[config.mk]
export PLATFORM = sky130hd
export DESIGN_NAME = fn_alu
export DESIGN_NICKNAME = d
export VERILOG_FILES = /design/src/rtl/alu_pkg.sv /design/src/rtl/alu_operand_cond.sv /design/src/rtl/alu_prefix_adder.sv /design/src/rtl/alu_result_sel.sv /design/src/rtl/fn_alu.sv
export SDC_FILE = /design/constraint.sdc
export NUM_CORES = 1
export LEC_CHECK = 0
export CORE_MARGIN = 5
export CORE_UTILIZATION = 25
export DETAILED_ROUTE_END_ITERATION = 8
export GPL_ROUTABILITY_DRIVEN = 1
export PLACE_DENSITY = 0.44
export SETUP_SLACK_MARGIN = 0.02
export SLEW_MARGIN = 20
export SYNTH_ARGS = -nofsm -noshare
export SYNTH_HDL_FRONTEND = slang
export SYNTH_SLANG_ARGS = --single-unit
[constraint.sdc]
create_clock -name vclk -period 6.5
set_input_delay 1.3 -clock vclk [all_inputs]
set_output_delay 1.3 -clock vclk [all_outputs]
set_load 0.03 [all_outputs]
[src/rtl/alu_pkg.sv]
package alu_pkg;
  typedef enum logic [2:0] {
    FN_AND  = 3'b000,
    FN_OR   = 3'b001,
    FN_ADD  = 3'b010,
    FN_NONE = 3'b011,
    FN_ANDN = 3'b100,
    FN_ORN  = 3'b101,
    FN_SUB  = 3'b110,
    FN_SLT  = 3'b111
  } alu_fn_e;

  localparam int unsigned FN_W = 3;
endpackage

[src/rtl/alu_operand_cond.sv]
module alu_operand_cond #(
  parameter int unsigned WIDTH = 32
) (
  input  logic [WIDTH-1:0] b_i,
  input  logic             inv_i,
  output logic [WIDTH-1:0] b_o
);
  assign b_o = b_i ^ {WIDTH{inv_i}};
endmodule

[src/rtl/alu_prefix_adder.sv]
module alu_prefix_adder #(
  parameter int unsigned WIDTH = 32
) (
  input  logic [WIDTH-1:0] a_i,
  input  logic [WIDTH-1:0] b_i,
  input  logic             cin_i,
  output logic [WIDTH-1:0] sum_o
);
  localparam int unsigned LVLS = (WIDTH > 1) ? $clog2(WIDTH) : 1;

  logic [WIDTH-1:0] half_sum;
  logic [WIDTH-1:0] gen  [LVLS+1];
  logic [WIDTH-1:0] prop [LVLS+1];
  logic [WIDTH-1:0] carry;

  assign half_sum = a_i ^ b_i;
  // carry-in folded into column 0 so every prefix reaches it
  assign gen[0]  = (a_i & b_i) | {{(WIDTH-1){1'b0}}, half_sum[0] & cin_i};
  assign prop[0] = half_sum;

  for (genvar l = 0; l < LVLS; l++) begin : g_lvl
    localparam int unsigned SPAN = 1 << l;
    for (genvar i = 0; i < WIDTH; i++) begin : g_bit
      if (i >= SPAN) begin : g_comb
        assign gen[l+1][i]  = gen[l][i] | (prop[l][i] & gen[l][i-SPAN]);
        assign prop[l+1][i] = prop[l][i] & prop[l][i-SPAN];
      end else begin : g_pass
        assign gen[l+1][i]  = gen[l][i];
        assign prop[l+1][i] = prop[l][i];
      end
    end
  end

  assign carry = {gen[LVLS][WIDTH-2:0], cin_i};
  assign sum_o = half_sum ^ carry;
endmodule

[src/rtl/alu_result_sel.sv]
module alu_result_sel
  import alu_pkg::*;
#(
  parameter int unsigned WIDTH = 32
) (
  input  logic [FN_W-1:0]  fn_i,
  input  logic [WIDTH-1:0] and_i,
  input  logic [WIDTH-1:0] or_i,
  input  logic [WIDTH-1:0] sum_i,
  output logic [WIDTH-1:0] y_o
);
  always_comb begin
    unique case (fn_i[1:0])
      2'b00:   y_o = and_i;
      2'b01:   y_o = or_i;
      2'b10:   y_o = sum_i;
      default: y_o = {{(WIDTH-1){1'b0}}, sum_i[WIDTH-1]};
    endcase
    if (alu_fn_e'(fn_i) == FN_NONE) y_o = '0;
  end
endmodule

[src/rtl/fn_alu.sv]
module fn_alu
  import alu_pkg::*;
#(
  parameter int unsigned WIDTH = 32
) (
  input  logic [WIDTH-1:0] a_i,
  input  logic [WIDTH-1:0] b_i,
  input  logic [FN_W-1:0]  fn_i,
  output logic [WIDTH-1:0] y_o,
  output logic             zero_o
);
  logic [WIDTH-1:0] b_eff;
  logic [WIDTH-1:0] sum;

  alu_operand_cond #(.WIDTH(WIDTH)) cond_i (
    .b_i   (b_i),
    .inv_i (fn_i[2]),
    .b_o   (b_eff)
  );

  alu_prefix_adder #(.WIDTH(WIDTH)) add_i (
    .a_i   (a_i),
    .b_i   (b_eff),
    .cin_i (fn_i[2]),
    .sum_o (sum)
  );

  alu_result_sel #(.WIDTH(WIDTH)) sel_i (
    .fn_i  (fn_i),
    .and_i (a_i & b_eff),
    .or_i  (a_i | b_eff),
    .sum_i (sum),
    .y_o   (y_o)
  );

  assign zero_o = ~|y_o;
endmodule

Word-level counts from Yosys, hierarchy flattened
Cells that the tools add are included.

Equal/unequal tests: 3. Muxes and demuxes: 2. Bitwise gates (word level): 349. Reduce and logical (&&, ||, !) cells: 3.

Operators with widths (count): $and A1 B1 Y1 (219); $or A1 B1 Y1 (124); $pmux W32 S3 (1); $xor A32 B32 Y32 (3); $and A32 B32 Y32 (1); $mux W32 (1); $or A32 B32 Y32 (1); $reduce_or A32 Y1 (1); $or A31 B1 Y31 (1); $eq A3 B2 Y1 const B (1); $eq A2 B1 Y1 const B (1); $eq A2 B2 Y1 const B (1); $logic_not A2 Y1 (1); $logic_not A1 Y1 (1).

Register bits after elaboration: 0. Input bits: 67. Output and inout port bits: 33. Word-level logic and storage cells: 357.

Longest topological paths before layout
Gate-level depths: netlist of the first run.

Depth in word-level cells: 18. Depth in mapped cells: 16. Depth with buffers taken out: 13.

Hierarchy
From an unflattened synthesis of the first run, not the netlist that was laid out.

Cell total of the unflattened synthesis: 440. Area total of the unflattened synthesis: 3384.5 um2.

Modules (own cells, without submodules): alu_prefix_adder (instances 1, cells an instance 253, area an instance 1781.7 um2, seq. area each 0.0 um2); alu_result_sel (instances 1, cells an instance 76, area an instance 778.2 um2, seq. area each 0.0 um2); fn_alu (instances 1, cells an instance 75, area an instance 473.0 um2, seq. area each 0.0 um2); alu_operand_cond (instances 1, cells an instance 36, area an instance 351.6 um2, seq. area each 0.0 um2).

Least setup slack after synthesis of the first run
Ideal clock, no wire load.

Path type: input-to-output. Start point: input port fn_i[2]. End point: output port zero_o. Arrival time: 4907 ps. Data required time: 5200 ps. Setup slack: 293 ps. Stages: 15. Path buffers: 2. Cell sequence: buf_6 clkbuf_1 xor2_1 inv_1 fa_1 and3b_1 o2111ai_1 a211oi_2 o21ai_1 a211oi_2 nor3_1 o32ai_1 nor3_1 nand4_1 nor3_2.

Cells in the longest elaborated chain, start to end: 17. Elaborated cells on any way between the ends: 354. Those cells by class: 1 x eq/ne; 2 x mux; 349 x bitwise; 2 x reduce/logical.

RTL lines: start, declared (line fn_alu.sv:8) `input logic [FN_W-1:0] fn_i,`; $xor A32 B32 Y32 (line alu_operand_cond.sv:8) `assign b_o = b_i ^ {WIDTH{inv_i}};`; $and A32 B32 Y32 (line alu_prefix_adder.sv:18) `assign gen[0] = (a_i & b_i) | {{(WIDTH-1){1'b0}}, half_sum[0] & cin_i};`; $or A31 B1 Y31 (line alu_prefix_adder.sv:18); $and A1 B1 Y1 (line alu_prefix_adder.sv:25) `assign gen[l+1][i] = gen[l][i] | (prop[l][i] & gen[l][i-SPAN]);`; $or A1 B1 Y1 (line alu_prefix_adder.sv:25); $and A1 B1 Y1 (line alu_prefix_adder.sv:25); $or A1 B1 Y1 (line alu_prefix_adder.sv:25); $and A1 B1 Y1 (line alu_prefix_adder.sv:25); [2 not listed]; $or A1 B1 Y1 / $and A1 B1 Y1 (equally long branches) (line alu_prefix_adder.sv:25); $or A1 B1 Y1 (line alu_prefix_adder.sv:25); $xor A32 B32 Y32 (line alu_prefix_adder.sv:35) `assign sum_o = half_sum ^ carry;`; $pmux W32 S3 (line alu_result_sel.sv:13) `unique case (fn_i[1:0])`; $mux W32 * (line alu_result_sel.sv:19) `if (alu_fn_e'(fn_i) == FN_NONE) y_o = '0;`; named net y_o[26] (line fn_alu.sv:9) `output logic [WIDTH-1:0] y_o,`; $reduce_or A32 Y1 * (line fn_alu.sv:36) `assign zero_o = ~|y_o;`; $logic_not A1 Y1 * (line fn_alu.sv:36); end, declared (line fn_alu.sv:10) `output logic zero_o`.

The timed path passes the listed nets; every way through them passes the cells marked *.

Final worst setup path of the first run
Start point: input port b_i[14]. End point: output port zero_o.

Cells in the longest elaborated chain, start to end: 17. Elaborated cells on any way between the ends: 128. Those cells by class: 2 x mux; 124 x bitwise; 2 x reduce/logical.

RTL lines: start, declared (line fn_alu.sv:7) `input logic [WIDTH-1:0] b_i,`; $xor A32 B32 Y32 * (line alu_operand_cond.sv:8); $and A32 B32 Y32 (line alu_prefix_adder.sv:18); $or A31 B1 Y31 (line alu_prefix_adder.sv:18); $and A1 B1 Y1 (line alu_prefix_adder.sv:25); $or A1 B1 Y1 (line alu_prefix_adder.sv:25); $and A1 B1 Y1 (line alu_prefix_adder.sv:25); $or A1 B1 Y1 (line alu_prefix_adder.sv:25); $and A1 B1 Y1 (line alu_prefix_adder.sv:25); $or A1 B1 Y1 (line alu_prefix_adder.sv:25); $and A1 B1 Y1 (line alu_prefix_adder.sv:25); $or A1 B1 Y1 (2 in series) (line alu_prefix_adder.sv:25); $xor A32 B32 Y32 (line alu_prefix_adder.sv:35); $pmux W32 S3 * (line alu_result_sel.sv:13); $mux W32 * (line alu_result_sel.sv:19); $reduce_or A32 Y1 * (line fn_alu.sv:36); $logic_not A1 Y1 * (line fn_alu.sv:36).

Mark *: on every way between the ends. The rest lies on a longest branch, timed or not.

==> results.toml, run 1 <==
[outcome]
outcome = "finished, final reports clean"

[synthesis]
synth_fp_nets = 690
synthAdderAreaFrac_pct = 21.7
synth_compound_area_share_pct = 30.3
synth_area_leader_cell = "ha_1"
ys_seq_area_share_pct = 0
netlist_instances = 558
post_synth.cell_area_avg_sq_um = 6.77
synthXorXnorAreaFrac_pct = 13.0
synth_top_area_share_pct = 21.2
synth_area_sq_um = 3780
muxShareOfSynthArea_pct = 2.72
yosys-top-cells-area = "ha_1 21%, xor2_1 9.3%, inv_1 7.4%, a21oi_1 6.2%, nand2_1 5.2%"
synthSimpleGateAreaFrac_pct = 20.7
synth_top_family_by_area = "compound AO/OA/AOI/OAI gates"
yosysUniqueCellTypes = 69
yosys_warnings = 0

[global_routing]
grt_overflow = 0
grt_pass1_wl_mm = 23.0
grt_max_degree = 22
grt_pass1_vias = 4218
track_usage_pct = 15.7
antenna_found_initial = 0

[setup_path]
required_ps = 5200
crit_buf_inv = 3
path_class = "in2out"
cp-start-kind = "primary input"
cp_max_fo = 7
cp.depth = 15
end_kind = "primary output"
cp_slowest_cell = "clkdlybuf4s50_1"
crit_arrival_ps = 5070
cpPeakStageDelay_ps = 510
crit_path_cell_trace = "clkdlybuf4s50_1 > xor2_1 > inv_1 > ha_2 > nand4_1 > or3_1 > or4b_1 > o2111ai_2 > xor2_1 > a211oi_1 > o2111ai_1 > nor4_1 > nand4_1 > nor3_2 > buf_4"
critical-path-top-delay-family = "simple AND/OR/NAND/NOR gates"

[floorplan]
die_w_um = 133
die-area_sq_um = 17700
die_y_um = 133
coreArea_sq_um = 15000
boundaryPins = 100
initial_utilization_pct = 25.1
num_rows = 45

[drt]
vias = 4273
wl_per_cell_um = 17.0
wl_met2_mm = 6.52
first_pass_iters = 5
route.met3.wl_um = 633
highest_layer = "met4"
viasPerCell = 5.01
wl_met1_mm = 7.23
drt_drc_violations_left = 0
ant_nets = 0
wl_mm = 14.5
drt-initial-drc-count = 304

[hold_path]
hp-start = "a_i[30]"
hold_path_class = "in2out"
whs_endpoint = "y_o[30]"
whs_path_depth = 5

[layout]
seqCellArea_sq_um = 0
synthToLayoutAreaGrowth_pct = 37.1
drive_gt1_share_pct = 9.17
final_util_pct = 34.4
fin_nets = 799
n_antenna_cell = 0
clockBufferCount = 0
nFlopsAndLatches = 0

[placed_design]
port_buffers = 100
gp_congestion = 0.948
dp_slack_ps = 115
dp_hpwl_mm = 12.3

[clock_tree]
post-cts-setup-buffers = 0
ctsHoldBuffers = 0

[power_and_ir_drop]
p_per_area_nw_per_um2 = 132
ir_drop_mv = 0.0344
power_leakage_nw = 2.42

[timing]
rsz0062_at_grt = "yes"
maxSlewViolCount = 0
slew_headroom_pct = 67.1
fin_setup_tns_ps = 0
fin_crit_sh_pct = 98.0
finalHoldViolCount = 0
fmax_mhz = 157
setup_ws_ps = 128
period_needed_ps = 6370
worst_slew_pin_slew_ps = 488
setup_violations = 0

[run]
drv_cap = 0
cells in the final DEF (no fill, tap or decap), types with 3 or more instances in the layout:
| cell | n |
|---|---|
| ha_1 | 62 |
| inv_1 | 74 |
| and2_1 | 5 |
| nor4_1 | 6 |
| a211oi_1 | 5 |
| nand4_1 | 8 |
| o21a_1 | 6 |
| nand2_1 | 52 |
| a211oi_2 | 4 |
| a211o_1 | 4 |
| o221ai_1 | 4 |
| o21ai_0 | 33 |
| a21oi_1 | 46 |
| mux2i_1 | 8 |
| o2111ai_1 | 4 |
| nor3b_1 | 5 |
| clkdlybuf4s50_1 | 96 |
| nand3_1 | 12 |
| a31oi_1 | 4 |
| or3_1 | 4 |
| xor2_1 | 40 |
| a21o_1 | 11 |
| and3b_1 | 3 |
| nand2b_1 | 8 |
| o211ai_1 | 6 |
| nor3_1 | 9 |
| o21bai_1 | 4 |
| or2_2 | 3 |
| nor2_1 | 28 |
| o22ai_1 | 12 |
| buf_4 | 34 |
| xnor2_1 | 14 |
cell usage after synthesis (all sizes together), types with 11 or more instances:
cell / count
o21ai: 35
nor2: 28
ha: 64
nand2: 52
nand3: 12
xnor2: 15
a21o: 11
buf: 19
a21oi: 48
o22ai: 13
inv: 74
nor3: 11
xor2: 40
how the worst max path moves through the flow:
| stage | startpoint | end |
|---|---|---|
| 5_1_grt | b_i[8] | zero_o |
| 4_1_cts | fn_i[2] | zero_o |
| 3_3_place_gp | fn_i[2] | zero_o |
| 2_1_floorplan | fn_i[2] | zero_o |
| 3_5_place_dp | fn_i[2] | zero_o |
| 6_report | b_i[14] | zero_o |
cell families (layout without fill, tap and decap cells):
| group | Yosys count | in the layout |
|---|---|---|
| buffers and inverters | 102 | 209 |
| multiplexers | 9 | 9 |
| AND/OR/NAND/NOR | 156 | 156 |
| XOR/XNOR | 55 | 55 |
| AO/OA/AOI/OAI | 171 | 171 |
| adder cells (fa/ha/maj) | 65 | 65 |
per-layer routing:
metal,global-route usage (%),vias up
met1,23.0,1974
met2,25.8,112
li1,-,2183
met5,0,-
met4,1.33,0
met3,1.48,4
repair_timing:
action	CTS	global route
hold endpoints to repair	0	0
setup endpoints to repair	0	3
resized for setup	0	10
worst min-delay path: cells and delay by family:
kind | cells | cell delay [ps]
compound gates | 1 | 110
fa+ha+maj | 1 | 170
buf+inv | 3 | 760
per-stage QoR:
| stage | hold WS (ps) | area (sq um) | total power [mW] | instances |
|---|---|---|---|---|
| 6_report | 3650 | 5180 | 0.686 | 853 |
| 5_1_grt | 3700 | 5180 | 0.746 | 853 |
| 4_1_cts | 3760 | 5130 | 0.681 | 853 |
| 3_5_place_dp | 3750 | 5130 | 0.677 | 853 |
| 3_3_place_gp | 3760 | 5130 | 0.681 | 853 |
| 2_1_floorplan | 2890 | 3780 | 0.431 | 558 |
final cells by class:
cell class                 instances  area (sq um)
fill                            1667          9860
timing repair buffer             135          1290
inverter                          74           278
multi-input combinational        456          3380
tap                              188           235
power by group:
| group | internal [mW] | switching (mW) | total, mW |
|---|---|---|---|
| combinational | 0.294 | 0.392 | 0.686 |
| sequential | 0 | 0 | 0 |
| clock | 0 | 0 | 0 |
| total | 0.294 | 0.392 | 0.686 |
Note: power is estimated with default switching activity, not from simulation.
==> run 2: changes to the inputs <==
- CORE_ASPECT_RATIO: default -> 1.75
- CORE_UTILIZATION: 25 -> 30
- PLACE_DENSITY: 0.44 -> default
- PLACE_DENSITY_LB_ADDON: default -> 0.2
==> results.toml, run 2 (same netlist as run 1, synthesis figures left out) <==
[outcome]
outcome = "finished, final reports clean"

[global_routing]
grt_pass1_vias = 4485
met3_usage_pct = 0.898
track_usage_pct = 18.8
gr-usage-met2_pct = 38.8
antenna_found_initial = 0
grt_overflow = 0
grt_max_degree = 48
grt_pass1_wl_mm = 22.4
use_met1_pct = 18.9
grt-busiest-layer = "met2"

[layout]
clockBufferCount = 0
drive_gt1_share_pct = 9.91
nFlopsAndLatches = 0
n_antenna_cell = 0
fillers = 1376
synthToLayoutAreaGrowth_pct = 37.7
final_cells = 834
seqCellArea_sq_um = 0
layout_common_cells = "95 x clkdlybuf4s50_1, 74 x inv_1, 63 x ha_1, 52 x nand2_1, 45 x a21oi_1"
fin_nets = 800
layout_commonest_cell = "clkdlybuf4s50_1"

[clock_tree]
ctsHoldBuffers = 0

[drt]
first_pass_iters = 4
wl_per_cell_um = 17.8
wl_mm = 14.9
ant_nets = 0
drt-initial-drc-count = 131
vias = 4425
viasPerCell = 5.31
drt_drc_violations_left = 0

[setup_path]
crit_arrival_ps = 5020
path_common_cell = "buf_4"
path_class = "in2out"
cp-endpoint = "zero_o"
cp_slowest_cell = "clkdlybuf4s50_1"
end_kind = "primary output"
cpPeakStageDelay_ps = 480
cp_max_fo = 6
crit_path_cell_trace = "clkdlybuf4s50_1 > xor2_1 > inv_1 > ha_1 > nand4_1 > o22ai_1 > a22o_1 > o21ai_0 > mux2i_1 > a211oi_1 > buf_4 > o211ai_1 > nor4_4 > buf_4 > nand4_1 > nor3_2 > buf_4"
required_ps = 5200
cp-start-kind = "primary input"
crit_start = "b_i[4]"

[power_and_ir_drop]
p_per_area_nw_per_um2 = 133
ir_drop_mv = 0.0585
power_leakage_nw = 2.44
power_uw = 691

[timing]
fin_crit_sh_pct = 97.2
setup_violations = 0
fmax_mhz = 158
slew_headroom_pct = 57.5
maxSlewViolCount = 0
finalHoldViolCount = 0
period_needed_ps = 6320
worst_slew_pin_slew_ps = 631
rsz0062_at_grt = "yes"
fin_setup_tns_ps = 0

[floorplan]
die_y_um = 158
initial_utilization_pct = 30.4
boundaryPins = 100
die-area_sq_um = 15000
num_rows = 54
coreArea_sq_um = 12400
die_w_um = 94.8

[hold_path]
whs_path_depth = 5
hp-start = "a_i[30]"
hold_path_class = "in2out"

[placed_design]
dp_hpwl_mm = 12.6
place_inst = 833
gp_congestion = 0.933
port_buffers = 100

[run]
drv_cap = 0
run 2: routing by layer:
metal	routed length, um	vias to the layer above
met1	5260	2067
met3	484	36
li1	-	2182
met4	690	0
met2	8420	140
met5	0	-
run 2: power breakdown:
group | internal, mW | total (mW) | switching, mW
combinational | 0.295 | 0.691 | 0.396
sequential | 0 | 0 | 0
clock | 0 | 0 | 0
total | 0.295 | 0.691 | 0.396
run 2: how the worst min path moves through the flow:
stage | endpoint | slack (ps)
after floorplan | y_o[2] | 2890
after global placement | zero_o | 3640
after detailed placement | zero_o | 3640
after CTS | zero_o | 3640
after global routing | y_o[30] | 3650
final | y_o[30] | 3610
run 2: through the flow:
stage               instance area, sq um  setup WS [ps]  util, %  hold WS [ps]
floorplan                           3780            293        -          2890
global placement                    5120           9.62     41.2          3640
detailed placement                  5120          -10.2     41.2          3640
CTS                                 5120            112     41.2          3640
global route                        5200         0.0737     41.8          3650
finish                              5200            183     41.8          3610
run 2: cell type report:
cell class	count	area, sq um	share of cell area (%)
Timing Repair Buffer	136	1300	25.1
Inverter	74	278	5.34
Tap cell	168	210	4.04
Multi-Input combinational cell	456	3410	65.5
run 2: worst max-delay path, delay by kind of cell:
| family | cells | cell delay (ps) |
|---|---|---|
| buf+inv | 5 | 1060 |
| simple gates | 4 | 810 |
| compound gates | 5 | 1080 |
| mux | 1 | 150 |
| fa+ha+maj | 1 | 400 |
| xor+xnor | 1 | 210 |
run 2: what timing repair did:
action	CTS	global route
gates resized for setup	1	13
endpoints found under the setup margin	1	3
pin swaps	0	4
setup buffers	0	1
==> run 3: changes to the inputs <==
- CELL_PAD_IN_SITES_DETAIL_PLACEMENT: default -> 1
- CELL_PAD_IN_SITES_GLOBAL_PLACEMENT: default -> 2
- CORE_UTILIZATION: 30 -> 28
==> results.toml, run 3 (same netlist as run 1, synthesis figures left out) <==
[power_and_ir_drop]
combinationalPowerShare_pct = 100.0
pwr-share-seq_pct = 0
p_clk_share_pct = 0
p_per_area_nw_per_um2 = 136
switchingPower_uw = 409
switching_share_pct = 58.3
internal_power_uw = 293
ir_drop_mv = 0.0606
power_leakage_nw = 2.39

[timing]
setup_ws_ps = 249
worst_slew_pin_slew_ps = 660
finalHoldViolCount = 0
fin_setup_tns_ps = 0
slew_headroom_pct = 55.6
rsz0062_at_grt = "no"
setup_violations = 0
maxSlewViolCount = 0
period_needed_ps = 6250
fmax_mhz = 160
hold_ws_ps = 3600
fin_crit_sh_pct = 96.2

[global_routing]
track_usage_pct = 19.6
grt_overflow = 0
grt_pass1_vias = 4877
grt_pass1_wl_mm = 25.4
grt_max_degree = 25
antenna_found_initial = 0

[drt]
first_pass_iters = 4
wl_mm = 16.4
ant_nets = 0
wl_per_cell_um = 19.7
drt_drc_violations_left = 0
drt-initial-drc-count = 138
vias = 4467
viasPerCell = 5.35

[placed_design]
dp_slack_ps = 135
dp_hpwl_mm = 14.1
port_buffers = 100
gp_congestion = 0.930

[setup_path]
required_ps = 5200
end_kind = "primary output"
cp_max_fo = 7
path_class = "in2out"
crit_arrival_ps = 4950
cp-start-kind = "primary input"

[floorplan]
die_y_um = 164
coreArea_sq_um = 13300
boundaryPins = 100
num_rows = 56
die-area_sq_um = 16000
initial_utilization_pct = 28.4
die_w_um = 97.8

[run]
drv_cap = 0

[hold_path]
hold_path_class = "in2out"

[layout]
synthToLayoutAreaGrowth_pct = 36.3
clockBufferCount = 0
nFlopsAndLatches = 0
layout_commonest_cell = "clkdlybuf4s50_1"
fin_nets = 795
n_antenna_cell = 0
seqCellArea_sq_um = 0
final_util_pct = 38.7
layout_common_cells = "95 x clkdlybuf4s50_1, 74 x inv_1, 63 x ha_1, 52 x nand2_1, 44 x a21oi_1"
drive_gt1_share_pct = 9.53

[outcome]
outcome = "finished, final reports clean"
## run 3: metrics by stage
step	cells	cell area [sq um]	total power [mW]
2_1_floorplan	558	3780	0.431
3_3_place_gp	835	5100	0.686
3_5_place_dp	835	5100	0.694
4_1_cts	835	5100	0.698
5_1_grt	835	5150	0.757
6_report	835	5150	0.702
## run 3: final timing paths
kind,start,end,slack [ps],cells after the start
worst max-delay path,b_i[14],zero_o,250,15
worst min-delay path,a_i[30],y_o[30],3600,5
## run 3: what timing repair did
| action | CTS | global route |
|---|---|---|
| hold buffers | 0 | 0 |
| gates resized for setup | 0 | 10 |
| setup buffers | 0 | 0 |
| setup endpoints to repair | 0 | 2 |
## run 3: metal layers
metal	track usage [%]	vias to the layer above	share of wire, %
li1	-	2173	-
met1	18.7	2149	34
met2	41.8	105	58
met3	1.54	40	3.0
met4	8.00	0	5.0
met5	0	-	0
## run 3: worst max-delay path, cell delays in order
cell	delay [ps]
clkdlybuf4s50_1	490
xor2_1	200
inv_1	70
ha_1	400
nand4_1	180
or3_1	410
or4b_1	500
o2111ai_2	160
a21oi_2	120
xnor2_2	170
a31o_1	230
nor4_1	260
nand4_1	150
nor3_2	130
buf_4	180
## run 3: area by class of cell
| type | count | area (sq um) |
|---|---|---|
| Fill cell | 1710 | 8160 |
| Multi-Input combinational cell | 456 | 3380 |
| Timing Repair Buffer | 131 | 1270 |
| Inverter | 74 | 278 |
| Tap cell | 174 | 218 |
## run 3: power groups by stage
| stage | Clock (mW) | Sequential (mW) | Combinational (mW) |
|---|---|---|---|
| after floorplan | 0 | 0 | 0.431 |
| after global placement | 0 | 0 | 0.686 |
| after detailed placement | 0 | 0 | 0.694 |
| after CTS | 0 | 0 | 0.698 |
| after global routing | 0 | 0 | 0.757 |
| final | 0 | 0 | 0.702 |
